## config.mk

```make
export PLATFORM = sky130hd
export DESIGN_NAME = uart_stat_shadow
export DESIGN_NICKNAME = d
export VERILOG_FILES = /design/src/rtl/uart_shadow_pkg.sv /design/src/rtl/uart_shadow_ctrl.sv /design/src/rtl/uart_shadow_dp.sv /design/src/rtl/uart_stat_shadow.sv
export SDC_FILE = /design/constraint.sdc
export NUM_CORES = 1
export LEC_CHECK = 0
export ABC_AREA = 1
export BUFFER_PORTS_ARGS = -buffer_cell sky130_fd_sc_hd__clkbuf_2
export CAP_MARGIN = 25
export CORE_ASPECT_RATIO = 1.75
export CORE_MARGIN = 2
export CORE_UTILIZATION = 45
export CTS_CLUSTER_DIAMETER = 50
export DETAILED_ROUTE_END_ITERATION = 6
export PLACE_DENSITY = 0.92
export SKIP_CTS_REPAIR_TIMING = 1
export SLEW_MARGIN = 15
export SYNTH_ARGS = -nofsm -noshare
export SYNTH_HDL_FRONTEND = slang
export SYNTH_SLANG_ARGS = --single-unit
```

## constraint.sdc

```tcl
create_clock -name clk -period 3 [get_ports clk]
set_clock_uncertainty 0.15 [all_clocks]
set_input_delay 0.6 -clock clk [delete_from_list [all_inputs] [get_ports clk]]
set_output_delay 0.6 -clock clk [all_outputs]
set_load 0.01 [all_outputs]
```

## src/rtl/uart_shadow_pkg.sv

```systemverilog
package uart_shadow_pkg;
  localparam int NCH    = 2;
  localparam int LVL_W  = 8;
  localparam int ISR_W  = 6;
  localparam int DATA_W = 32;
  localparam int ADDR_W = 8;

  localparam int GD_BASE    = 16;
  localparam int GLOBAL_BIT = DATA_W - 1;

  localparam logic [ADDR_W-1:0] OFS_LVL = 8'h08;
  localparam logic [ADDR_W-1:0] OFS_SRC = 8'h0C;
  localparam logic [ADDR_W-1:0] OFS_GIS = 8'h10;

  localparam logic [ISR_W-1:0] CODE_IDLE  = 6'h01;
  localparam logic [ISR_W-1:0] CODE_RXDAT = 6'h04;
  localparam logic [ISR_W-1:0] CODE_RXTMO = 6'h0C;
  localparam logic [ISR_W-1:0] CODE_THRE  = 6'h02;

  typedef struct packed {
    logic load;
    logic selLvl;
    logic selSrc;
    logic selGis;
  } rdStrobe_t;

  function automatic logic isBenignCode(input logic [ISR_W-1:0] code);
    return (code == CODE_IDLE) || (code == CODE_RXDAT) ||
           (code == CODE_RXTMO) || (code == CODE_THRE);
  endfunction
endpackage

```

## src/rtl/uart_shadow_ctrl.sv

```systemverilog
module uart_shadow_ctrl
  import uart_shadow_pkg::*;
#(
  parameter int AW = ADDR_W
) (
  input  logic          clk,
  input  logic          rstN,
  input  logic          rdEn,
  input  logic [AW-1:0] rdAddr,
  output rdStrobe_t     strb,
  output logic          rdValid
);
  always_comb begin
    strb.load   = rdEn;
    strb.selLvl = rdEn && (rdAddr == AW'(OFS_LVL));
    strb.selSrc = rdEn && (rdAddr == AW'(OFS_SRC));
    strb.selGis = rdEn && (rdAddr == AW'(OFS_GIS));
  end

  always_ff @(posedge clk) begin
    if (!rstN) rdValid <= 1'b0;
    else       rdValid <= rdEn;
  end

  AST_VALID_AFTER_READ: assert property (@(posedge clk) disable iff (!rstN)
    rdEn |=> rdValid);
  AST_NO_SPURIOUS_VALID: assert property (@(posedge clk) disable iff (!rstN)
    !rdEn |=> !rdValid);
  AST_ONE_SELECT: assert property (@(posedge clk) disable iff (!rstN)
    $onehot0({strb.selLvl, strb.selSrc, strb.selGis}));
endmodule

```

## src/rtl/uart_shadow_dp.sv

```systemverilog
module uart_shadow_dp
  import uart_shadow_pkg::*;
#(
  parameter int CH = NCH,
  parameter int LW = LVL_W,
  parameter int IW = ISR_W,
  parameter int DW = DATA_W
) (
  input  logic             clk,
  input  logic             rstN,
  input  rdStrobe_t        strb,
  input  logic [CH*LW-1:0] rxLvl,
  input  logic [CH*LW-1:0] txLvl,
  input  logic [CH*IW-1:0] isrCode,
  input  logic [CH-1:0]    lsrBrkErr,
  input  logic [CH-1:0]    lsrOvrErr,
  input  logic [DW-1:0]    gisIn,
  output logic [DW-1:0]    rdData
);
  localparam int ISR_TOP = CH*IW;
  localparam int GD_TOP  = GD_BASE + CH;
  localparam int GB      = DW - 1;

  logic [CH-1:0] gdFlag;
  logic [DW-1:0] lvlWord;
  logic [DW-1:0] srcWord;
  logic [DW-1:0] nextWord;

  for (genvar ch = 0; ch < CH; ch++) begin : g_qual
    assign gdFlag[ch] = isBenignCode(isrCode[ch*IW +: IW]) &
                        ~lsrBrkErr[ch] & ~lsrOvrErr[ch];
  end

  always_comb begin
    lvlWord = '0;
    srcWord = '0;
    for (int ch = 0; ch < CH; ch++) begin
      lvlWord[ch*LW +: LW]      = rxLvl[ch*LW +: LW];
      lvlWord[(CH+ch)*LW +: LW] = txLvl[ch*LW +: LW];
      srcWord[ch*IW +: IW]      = isrCode[ch*IW +: IW];
      srcWord[GD_BASE + ch]     = gdFlag[ch];
    end
    srcWord[GB] = &gdFlag;
  end

  always_comb begin
    if (strb.selLvl)      nextWord = lvlWord;
    else if (strb.selSrc) nextWord = srcWord;
    else if (strb.selGis) nextWord = gisIn;
    else                  nextWord = '0;
  end

  always_ff @(posedge clk) begin
    if (!rstN)          rdData <= '0;
    else if (strb.load) rdData <= nextWord;
  end

  AST_GLOBAL_IS_AND: assert property (@(posedge clk) disable iff (!rstN)
    strb.selSrc |=> (rdData[GB] == (&rdData[GD_TOP-1:GD_BASE])));
  AST_RESERVED_ZERO: assert property (@(posedge clk) disable iff (!rstN)
    strb.selSrc |=> (rdData[GB-1:GD_TOP] == '0 &&
                     rdData[GD_BASE-1:ISR_TOP] == '0));
  AST_UNMAPPED_ZERO: assert property (@(posedge clk) disable iff (!rstN)
    (strb.load && !strb.selLvl && !strb.selSrc && !strb.selGis) |=> rdData == '0);
  AST_HOLD_IDLE: assert property (@(posedge clk) disable iff (!rstN)
    !strb.load |=> $stable(rdData));
endmodule

```

## src/rtl/uart_stat_shadow.sv

```systemverilog
module uart_stat_shadow
  import uart_shadow_pkg::*;
(
  input  logic                 clk,
  input  logic                 rstN,
  input  logic                 rdEn,
  input  logic [ADDR_W-1:0]    rdAddr,
  input  logic [NCH*LVL_W-1:0] rxLvl,
  input  logic [NCH*LVL_W-1:0] txLvl,
  input  logic [NCH*ISR_W-1:0] isrCode,
  input  logic [NCH-1:0]       lsrBrkErr,
  input  logic [NCH-1:0]       lsrOvrErr,
  input  logic [DATA_W-1:0]    gisIn,
  output logic [DATA_W-1:0]    rdData,
  output logic                 rdValid
);
  rdStrobe_t strb;

  uart_shadow_ctrl #(.AW(ADDR_W)) u_ctrl (
    .clk(clk), .rstN(rstN), .rdEn(rdEn), .rdAddr(rdAddr),
    .strb(strb), .rdValid(rdValid)
  );

  uart_shadow_dp #(.CH(NCH), .LW(LVL_W), .IW(ISR_W), .DW(DATA_W)) u_dp (
    .clk(clk), .rstN(rstN), .strb(strb),
    .rxLvl(rxLvl), .txLvl(txLvl), .isrCode(isrCode),
    .lsrBrkErr(lsrBrkErr), .lsrOvrErr(lsrOvrErr),
    .gisIn(gisIn), .rdData(rdData)
  );
endmodule

```

==> summary.md, run 1 <==
| Metric | Value |
|---|---|
| Max-slew violations | `0` |
| Sequential area share after synthesis | `0.3494` |
| DR iter-0 viols | `45` |
| Initial core utilization | `0.4642` |
| DRC | `0` |
| Global route hottest layer | `met2` |
| # Max-Cap Violations | `0` |
| Synth Flop Type | `dfxtp_1` |
| Total number of yosys warnings | `0` |
| DP Area | `2499 sq um` |
| Synth Instances | `302` |
| Die area | `approximately 4800 sq um` |
| VDD IR max | `0.0003693 V` |
| Mux contribution to synthesized area | `0` |
| CORE AREA | `just over 4000 sq um` |
| Number of flops mapped to enable cells by yosys | `0` |
| Congestion Overflow GR | `0` |
| Crit path max fanout | `18` |
| Synthesized net count | `393` |
| Ports | `124` |
| WL final | `between 5000 and 6000 um` |
| Rel. slew slack | `0.5483` |
| Compound-Gate Fraction of Synth Area | `0.05295` |
| Adder-cell share of the synthesized area | `0` |
| CP Class | `input port to flip-flop` |
| Clock transition at path regs | `0.06 ns` |
| First-pass GRT wire length | `8707 um` |
| Final setup viols | `0` |
| Skew-Pair Late Insertion Delay | `roughly 0.27 ns` |
| Critical path endpoint category | `flip-flop` |
| Row count | `31` |
| Vias | `2309` |
| Initial antenna violation count | `0` |
| Leakage power | `between 1 and 1.5 nW` |
| Worst Tran Pin Value | `just under 0.7 ns` |
| Async S/R FF share, synth | `0` |
| RSZ-0062 raised after global routing | `no` |
| Hold wc startpoint | `u_dp.rdData[14]` |
| Max Buffers Root-to-Sink | `2` |
| Port-buffer cells | `123` |
| Synth area leaders | `dfxtp_1 35%, nand2_1 18%, nand3_1 17%, inv_1 7.7%, nor2_1 5.4%` |
| DR vias/cell | `4.955` |
| Final min period | `1.864 ns` |
| Share of layout cells above drive strength 1 | `0.3381` |
| CTS tree | `built` |
| Post-synth top cells | `92 x nand2_1, 64 x nand3_1, 39 x inv_1` |
| Power per cell area | `340.1 nW/um^2` |
| Total GRT Usage | `0.2368` |
| Vias in the first global route | `2258` |
| Synth Cell Area | `1891 sq um` |
| Met3 Use GR | `0.04485` |
| Placer Congestion | `0.8733` |
| Reg2reg start | `u_dp.rdData[8]` |
| Number of synthesized register bits | `33` |
| Die height | `89.75 um` |
| Met1 usage | `0.1992` |
| H-tree levels | `2` |
| CTS Buf Count | `5` |
| Largest family of logic cells by synthesized area | `simple AND/OR/NAND/NOR gates` |
| Largest net degree at the start of global routing | `46` |
| Hold Path Class | `flip-flop to flip-flop` |
| Period utilization | `0.6212` |
| Post-synth top area cell | `dfxtp_1` |
| Simple-gate share of the synthesized area | `0.4633` |
| Clk sink count | `33` |
| Share of the synthesized area in the top cell type | `0.3494` |
| Fmax | `536.6 MHz` |
| Final design instance area without fill | `~2600 sq um` |
| Status | `complete, no violations` |
| CTS root buf | `clkbuf_8` |
| Most frequent cell after synthesis | `nand2_1` |
| Unique masters post-synth | `21` |
| Synth-to-Final Area Change | `36.73%` |
| Critical Path AT | `1.93 ns` |
| CP Launch Type | `input port` |
| Final Hold Fails | `0` |
| Fin Setup TNS | `0 ns` |
| DRT antenna net count | `0` |
| Worst Path Required | `3.07 ns` |
| Avg Inst Size Synth | `6.260 sq um` |
| Final core utilization | `0.6347` |
| Die W | `53.00 um` |
| DR WL/cell | `around 12 um` |
| Synth Area in XOR/XNOR | `0` |
| Drt pass-1 iters | `4` |
| N_diodes | `0` |
| Met2 Track Usage GR | `0.4656` |
| Total Nets Final | `508` |
| DPL Wire Length | `4168 um` |
| Worst setup path startpoint | `rdAddr[7]` |
report_power, final:
group	leakage [nW]	switching (mW)	internal, mW
Combinational	1.17	0.0542	0.0510
Clock	0.0443	0.152	0.182
Sequential	0.266	0.000584	0.440
Total	1.48	0.207	0.673
state kept, by name, summed over array words and instances, names as in the netlist:
signal          cells
u_ctrl.rdValid      1
u_dp.rdData        32
logic make-up (layout without fill, tap and decap cells):
| logic type | after synthesis | count (layout) |
|---|---|---|
| flip-flops | 33 | 33 |
| buffers and inverters | 58 | 173 |
| AO/OA/AOI/OAI | 14 | 14 |
| AND/OR/NAND/NOR | 197 | 197 |
metrics by stage:
stage               power, mW  setup WS (ns)  hold slack, ns  std cells
finish                 0.8791          1.136          0.4071        466
global route           0.9164         0.9805          0.4472        466
CTS                    0.8950          1.121          0.4128        466
detailed placement     0.5546         0.8265          0.3959        459
global placement       0.5528         0.8618          0.3892        459
floorplan              0.4857          1.352          0.4232        302
final timing paths:
kind | endpoint | slack, ns | cells after the start
max | u_dp.rdData[3] | 1.14 | 8
min | u_dp.rdData[14] | 0.41 | 4
max reg2reg | u_dp.rdData[8] | 2.14 | 3
min reg2reg | u_dp.rdData[14] | 0.41 | 4
routing by layer:
layer  part of all wire  vias to the layer above
met5                  0                        -
met4              0.039                        0
met3              0.057                       18
met2               0.56                       98
met1               0.35                     1022
li1                   -                     1171
worst max-delay path, cell delays in order:
cell,delay [ns]
clkbuf_2,0.08
nor2_2,0.14
nand3_2,0.11
nor3_4,0.52
buf_12,0.23
nand2_1,0.07
nand3_1,0.07
o21a_1,0.10
cell usage in the layout, fill, tap and decap left out, drive strengths merged:
master / n
nand2: 94
clkbuf: 130
buf: 3
nand4: 3
o21a: 12
dfxtp: 33
nand3b: 2
o21ai: 2
nand3: 65
nor3: 1
nor2: 31
inv: 40
and2: 1
final cells by class:
class / instances / area (sq um)
fillers: 416 / 1488
multi-input cells: 211 / 975.9
flip-flops and latches: 33 / 660.6
repair buffers: 126 / 650.6
inverters: 40 / 150.1
clock buffers: 7 / 86.33
well taps: 49 / 61.31
(Power assumes the default switching activity.)
==> inputs of run 2 (changes only) <==
CORE_UTILIZATION = 38   (was 45)
PLACE_DENSITY = 0.83   (was 0.92)
clock period = 1.6 ns   (was 3 ns; I/O delays follow)
==> run 2 against run 1 <==
Global-route usage down 3.6 points; flip-flop and latch count unchanged; power up 91%; die area up 17%; first-iteration DRC count up 98%; sequential share of layout area down 0.34 points; hold slack worse by 0.24 ns; combinational power up 95%; critical path type unchanged; highest routed layer unchanged.
==> summary.md, run 2 (synthesis gave the netlist of run 1 again) <==
| Metric | Value |
|---|---|
| CTS root buf | `clkbuf_8` |
| DRC | `0` |
| DR iter-0 viols | `a little under 90` |
| Rel. slew slack | `0.5360` |
| FF-to-FF End | `u_dp.rdData[8]` |
| Port-buffer cells | `123` |
| Critical Path AT | `about 1.4 ns` |
| RSZ-0062 raised after global routing | `no` |
| CP Launch Type | `input port` |
| Worst Tran Pin Value | `0.6959 ns` |
| Initial antenna violation count | `0` |
| Placer Congestion | `around 0.81` |
| Die W | `57.32 um` |
| Worst setup path startpoint | `rdAddr[7]` |
| Hold WS | `approximately 0.17 ns` |
| Power per cell area | `641.0 nW/um^2` |
| DR WL/cell | `11.50 um` |
| CP Class | `input port to flip-flop` |
| Internal | `between 1 and 1.5 mW` |
| VDD IR max | `0.0004641 V` |
| CTS tree | `built` |
| Most frequent cells in the layout | `123 x clkbuf_2, 92 x nand2_1, 64 x nand3_1, 39 x inv_1, 33 x dfxtp_1` |
| Final setup viols | `0` |
| CTS Buf Count | `5` |
| Crit path max fanout | `15` |
| R2R depth | `3` |
| Die height | `97.31 um` |
| Leakage power | `between 1.5 and 2 nW` |
| Share of power burned in registers | `0.491` |
| # fillers | `roughly 510` |
| DR top layer | `met4` |
| DPL Wire Length | `4184 um` |
| Final Hold Fails | `0` |
| DR vias/cell | `roughly 4.8` |
| Fmax | `750.1 MHz` |
| Met2 WL | `2943 um` |
| Drt pass-1 iters | `4` |
| CORE AREA | `4892 sq um` |
| First-pass GRT wire length | `8997 um` |
| Congestion Overflow GR | `0` |
| Vias in the first global route | `2127` |
| DRT antenna net count | `0` |
| Register Area | `660.6 sq um` |
| Routed met3 length | `between 300 and 400 um` |
| Metal1 wirelength | `2070 um` |
| Comb power frac | `0.122` |
| Clock power share | `0.387` |
| Psw | `a little over 0.4 mW` |
| Initial core utilization | `0.3864` |
| Clk sink count | `33` |
| Final min period | `1.333 ns` |
| Final Total Pwr | `between 1.5 and 2 mW` |
| Clock transition at path regs | `about 0.070 ns` |
| Fin Setup TNS | `0 ns` |
| WL final | `5475 um` |
| Share of layout cells above drive strength 1 | `0.3483` |
| Largest net degree at the start of global routing | `34` |
| Critical path endpoint category | `flip-flop` |
| Max-slew violations | `0` |
| Skew-Pair Late Insertion Delay | `approximately 0.28 ns` |
| Regs by FF count | `u_dp.rdData (32), u_ctrl.rdValid (1)` |
| Max reg flops | `32` |
| Multi-input logic area | `between 900 and 1000 sq um` |
| Hold Path Class | `input port to flip-flop` |
| Total Nets Final | `513` |
| Capture point of the critical path | `u_dp.rdData[31]` |
| Leading cell type in the layout, fill and taps excluded | `clkbuf_2` |
| Sw frac | `0.2472` |
| R2R Setup Slk | `0.74 ns` |
| Reg2reg start | `u_dp.rdData[8]` |
| Synth-to-Final Area Change | `38.58%` |
| Die area | `5578 sq um` |
| Period utilization | `0.8332` |
| H-tree levels | `2` |
| Ports | `124` |
| Max Buffers Root-to-Sink | `2` |
| Status | `complete, no violations` |
| Vias | `2281` |
| Most flop-heavy register | `u_dp.rdData` |
| N_diodes | `0` |
| Worst Path Required | `1.69 ns` |
| # Max-Cap Violations | `0` |
| Row count | `34` |
| Total GRT Usage | `0.2008` |
[run 2: cell count changes in the layout (fill, tap and decap cells not counted)]
cell / before / now
buf_4: 2 / 8
buf_12: 1 / 0
clkbuf_1: 1 / 0
clkinvlp_4: 0 / 1
[run 2: power by group through the flow]
stage / Combinational (mW) / Sequential (mW) / Clock (mW)
after floorplan: 0.0654 / 0.845 / 0
after global placement: 0.205 / 0.844 / 0
after detailed placement: 0.206 / 0.844 / 0
after CTS: 0.207 / 0.825 / 0.677
after global routing: 0.226 / 0.825 / 0.716
final: 0.205 / 0.825 / 0.649
[run 2: worst min-delay path by stage]
stage                         start               to  slack [ns]  cells past startpoint
finish                    txLvl[12]  u_dp.rdData[28]        0.17                      5
global placement    u_dp.rdData[24]  u_dp.rdData[24]        0.38                      4
global route               txLvl[5]  u_dp.rdData[21]        0.17                      5
floorplan                 rxLvl[12]  u_dp.rdData[12]        0.36                      4
CTS                       txLvl[12]  u_dp.rdData[28]        0.16                      5
detailed placement  u_dp.rdData[28]  u_dp.rdData[28]        0.39                      4
[run 2: cell type report]
class / instances / area share
clock buffers: 6 / 0.03152
clock inverters: 1 / 0.002865
inverters: 40 / 0.05731
multi-input cells: 211 / 0.3725
flip-flops and latches: 33 / 0.2521
well taps: 54 / 0.02579
repair buffers: 131 / 0.2579
[run 2: per-layer routing]
metal  track usage  vias to the layer above
met1        0.2222                     1013
met3       0.03595                       12
met2        0.3572                       79
met5             0                        -
li1              -                     1177
met4       0.09481                        0
[run 2: through the flow]
step	instance area (sq um)	instances	setup slack [ns]	utilization
2_1_floorplan	1891	302	0.2320	-
3_3_place_gp	2530	469	0.0008346	0.5171
3_5_place_dp	2530	469	-0.05007	0.5171
4_1_cts	2620	476	0.2638	0.5356
5_1_grt	2620	476	0.1223	0.5356
6_report	2620	476	0.2668	0.5356
[run 2: critical path, stage by stage]
cell      delay (ns)
clkbuf_2        0.09
nor2_2          0.15
and2_1          0.15
nand2_1         0.08
nor2_4          0.30
nand3_1         0.13
nand4_1         0.09
nand2_1         0.05
inv_1           0.06
==> inputs of run 3 (changes only) <==
clock period = 1.1 ns   (was 1.6 ns; I/O delays follow)
==> run 3 against run 2 <==
The run now ends with negative setup slack left; via count rose by 5.0%; power is 48% higher; non-clock buffer count up 6; critical endpoint is now u_dp.rdData[8]; critical path type unchanged; critical path depth rose by 1; clock power is 47% higher; sequential power increased by 45%; wire length rose by 15%; largest cell class unchanged.
==> summary.md, run 3 (synthesis gave the netlist of run 1 again) <==
| Metric | Value |
|---|---|
| CORE AREA | `roughly 5000 sq um` |
| Peak per-stage delay on the critical path | `0.18 ns` |
| # Max-Cap Violations | `0` |
| CP Depth | `10` |
| Met3 Use GR | `0.03196` |
| DRC | `0` |
| Worst Path Buf+Inv | `3` |
| First-pass GRT wire length | `about 9400 um` |
| Ports | `124` |
| Placer Congestion | `approximately 0.86` |
| Vias | `2396` |
| R2R Setup Slk | `0.24 ns` |
| CP max stage cell | `nor2_4` |
| Clock transition at path regs | `0.07 ns` |
| Worst path top cell family by delay | `simple AND/OR/NAND/NOR gates` |
| Worst Tran Pin Value | `0.3224 ns` |
| Post-Place Cells | `474` |
| Skew-Pair Late Insertion Delay | `roughly 0.29 ns` |
| Die height | `roughly 97 um` |
| Initial antenna violation count | `0` |
| CTS root buf | `clkbuf_8` |
| Max Buffers Root-to-Sink | `2` |
| Crit path max fanout | `7` |
| Share of layout cells above drive strength 1 | `0.4463` |
| Violated checks | `negative setup slack` |
| WL final | `6298 um` |
| Total Nets Final | `about 520` |
| Period utilization | `1.100` |
| Die W | `57.32 um` |
| DR WL/cell | `13.07 um` |
| VDD IR max | `0.0008017 V` |
| Final min period | `1.210 ns` |
| Leading cell type in the layout, fill and taps excluded | `clkbuf_2` |
| DP Area | `between 2000 and 3000 sq um` |
| Worst setup margin | `-0.1097 ns` |
| Max reg flops | `32` |
| Fmax | `about 830 MHz` |
| R2R depth | `3` |
| Port-buffer cells | `~120` |
| DPL Wire Length | `4383 um` |
| Final design instance area without fill | `3020 sq um` |
| Met2 Track Usage GR | `0.3926` |
| DR iter-0 viols | `73` |
| CTS Buf Count | `5` |
| DR vias/cell | `4.971` |
| Hold wc startpoint | `txLvl[6]` |
| Total GRT Usage | `0.2115` |
| Critical Path AT | `between 1 and 1.5 ns` |
| Fin cells | `482` |
| Status | `finished, violations left` |
| Critical path endpoint category | `flip-flop` |
| Final setup viols | `46` |
| Clk sink count | `33` |
| Die area | `roughly 5600 sq um` |
| Vias in the first global route | `2271` |
| Most used cell, CP | `nor2_4` |
| FF-to-FF End | `u_dp.rdData[11]` |
| Initial core utilization | `0.3864` |
| Power per cell area | `824.9 nW/um^2` |
| Drt pass-1 iters | `4` |
| DRT antenna net count | `0` |
| Most frequent cells in the layout | `90 x clkbuf_2, 88 x nand2_1, 62 x nand3_1, 38 x inv_1, 34 x buf_6` |
| Global route hottest layer | `met2` |
| Met1 usage | `0.2108` |
| # fillers | `approximately 450` |
| Synth-to-Final Area Change | `59.76%` |
| Max-slew violations | `0` |
| Worst Path Required | `between 1 and 1.5 ns` |
| Final Hold Fails | `0` |
| Dpl ws | `-0.3543 ns` |
| Largest net degree at the start of global routing | `34` |
| Congestion Overflow GR | `0` |
| WHS Path Cells | `5` |
| H-tree levels | `2` |
| Crit path cell chain | `buf_6, nor2_4, inv_2, nor2_2, nand2_2, nor2_4, clkbuf_16, nand2_1, nand3_1, o21a_1` |
| RSZ-0062 raised after global routing | `yes` |
| Most flop-heavy register | `u_dp.rdData` |
| N_diodes | `0` |
| Fin Setup TNS | `-1.820 ns` |
| Reg2reg start | `u_dp.rdData[11]` |
| CTS tree | `built` |
| CP Class | `input port to flip-flop` |
| Regs by FF count | `u_dp.rdData (32), u_ctrl.rdValid (1)` |
| Rel. slew slack | `0.7850` |
| Hold Path Class | `input port to flip-flop` |
| Worst Hold Path EP | `u_dp.rdData[22]` |
| CP Launch Type | `input port` |
| Row count | `34` |
| Leakage power | `1.626 nW` |
[run 3: worst max-delay path by stage]
stage | slack [ns] | startpoint | to
after floorplan | -0.15 | rdAddr[7] | u_dp.rdData[31]
after global placement | -0.33 | rdAddr[7] | u_dp.rdData[24]
after detailed placement | -0.35 | rdAddr[7] | u_dp.rdData[11]
after CTS | -0.07 | u_dp.rdData[14] | rdData[14]
after global routing | -0.17 | rdAddr[0] | u_dp.rdData[31]
final | -0.11 | rdAddr[0] | u_dp.rdData[8]
[run 3: stage by stage]
step / power, mW / utilization / hold WS, ns
floorplan: 1.329 / - / 0.2609
CTS: 2.493 / 0.5535 / 0.06034
finish: 2.491 / 0.6174 / 0.06052
detailed placement: 1.551 / 0.5350 / 0.3584
global placement: 1.546 / 0.5350 / 0.3527
global route: 2.579 / 0.6174 / 0.08987
[run 3: routing by layer]
layer	up-vias	wire length, um
met2	84	3579
li1	1191	-
met3	23	266
met4	0	257
met1	1098	2195
met5	-	0
[run 3: report_power, final]
group          switching (mW)  internal (mW)
clock network           0.460          0.495
logic                   0.169          0.168
registers             0.00217           1.20
total                   0.631           1.86
[run 3: worst reg2reg max path: cells and delay by family (launching register included)]
family	cells	cell delay (ns)
AOI/OAI and AO/OA	1	0.20
buffers and inverters	1	0.05
and+or+nand+nor	1	0.03
DFF	1	0.33
[run 3: final cells by class]
type	instances	area, sq um	share of cell area
clock buffers	6	82.58	0.02734
clock inverters	1	7.507	0.002485
inverters	40	152.6	0.05054
multi-input cells	211	1021	0.3380
flip-flops and latches	33	698.2	0.2312
well taps	54	67.56	0.02237
repair buffers	137	991.0	0.3281
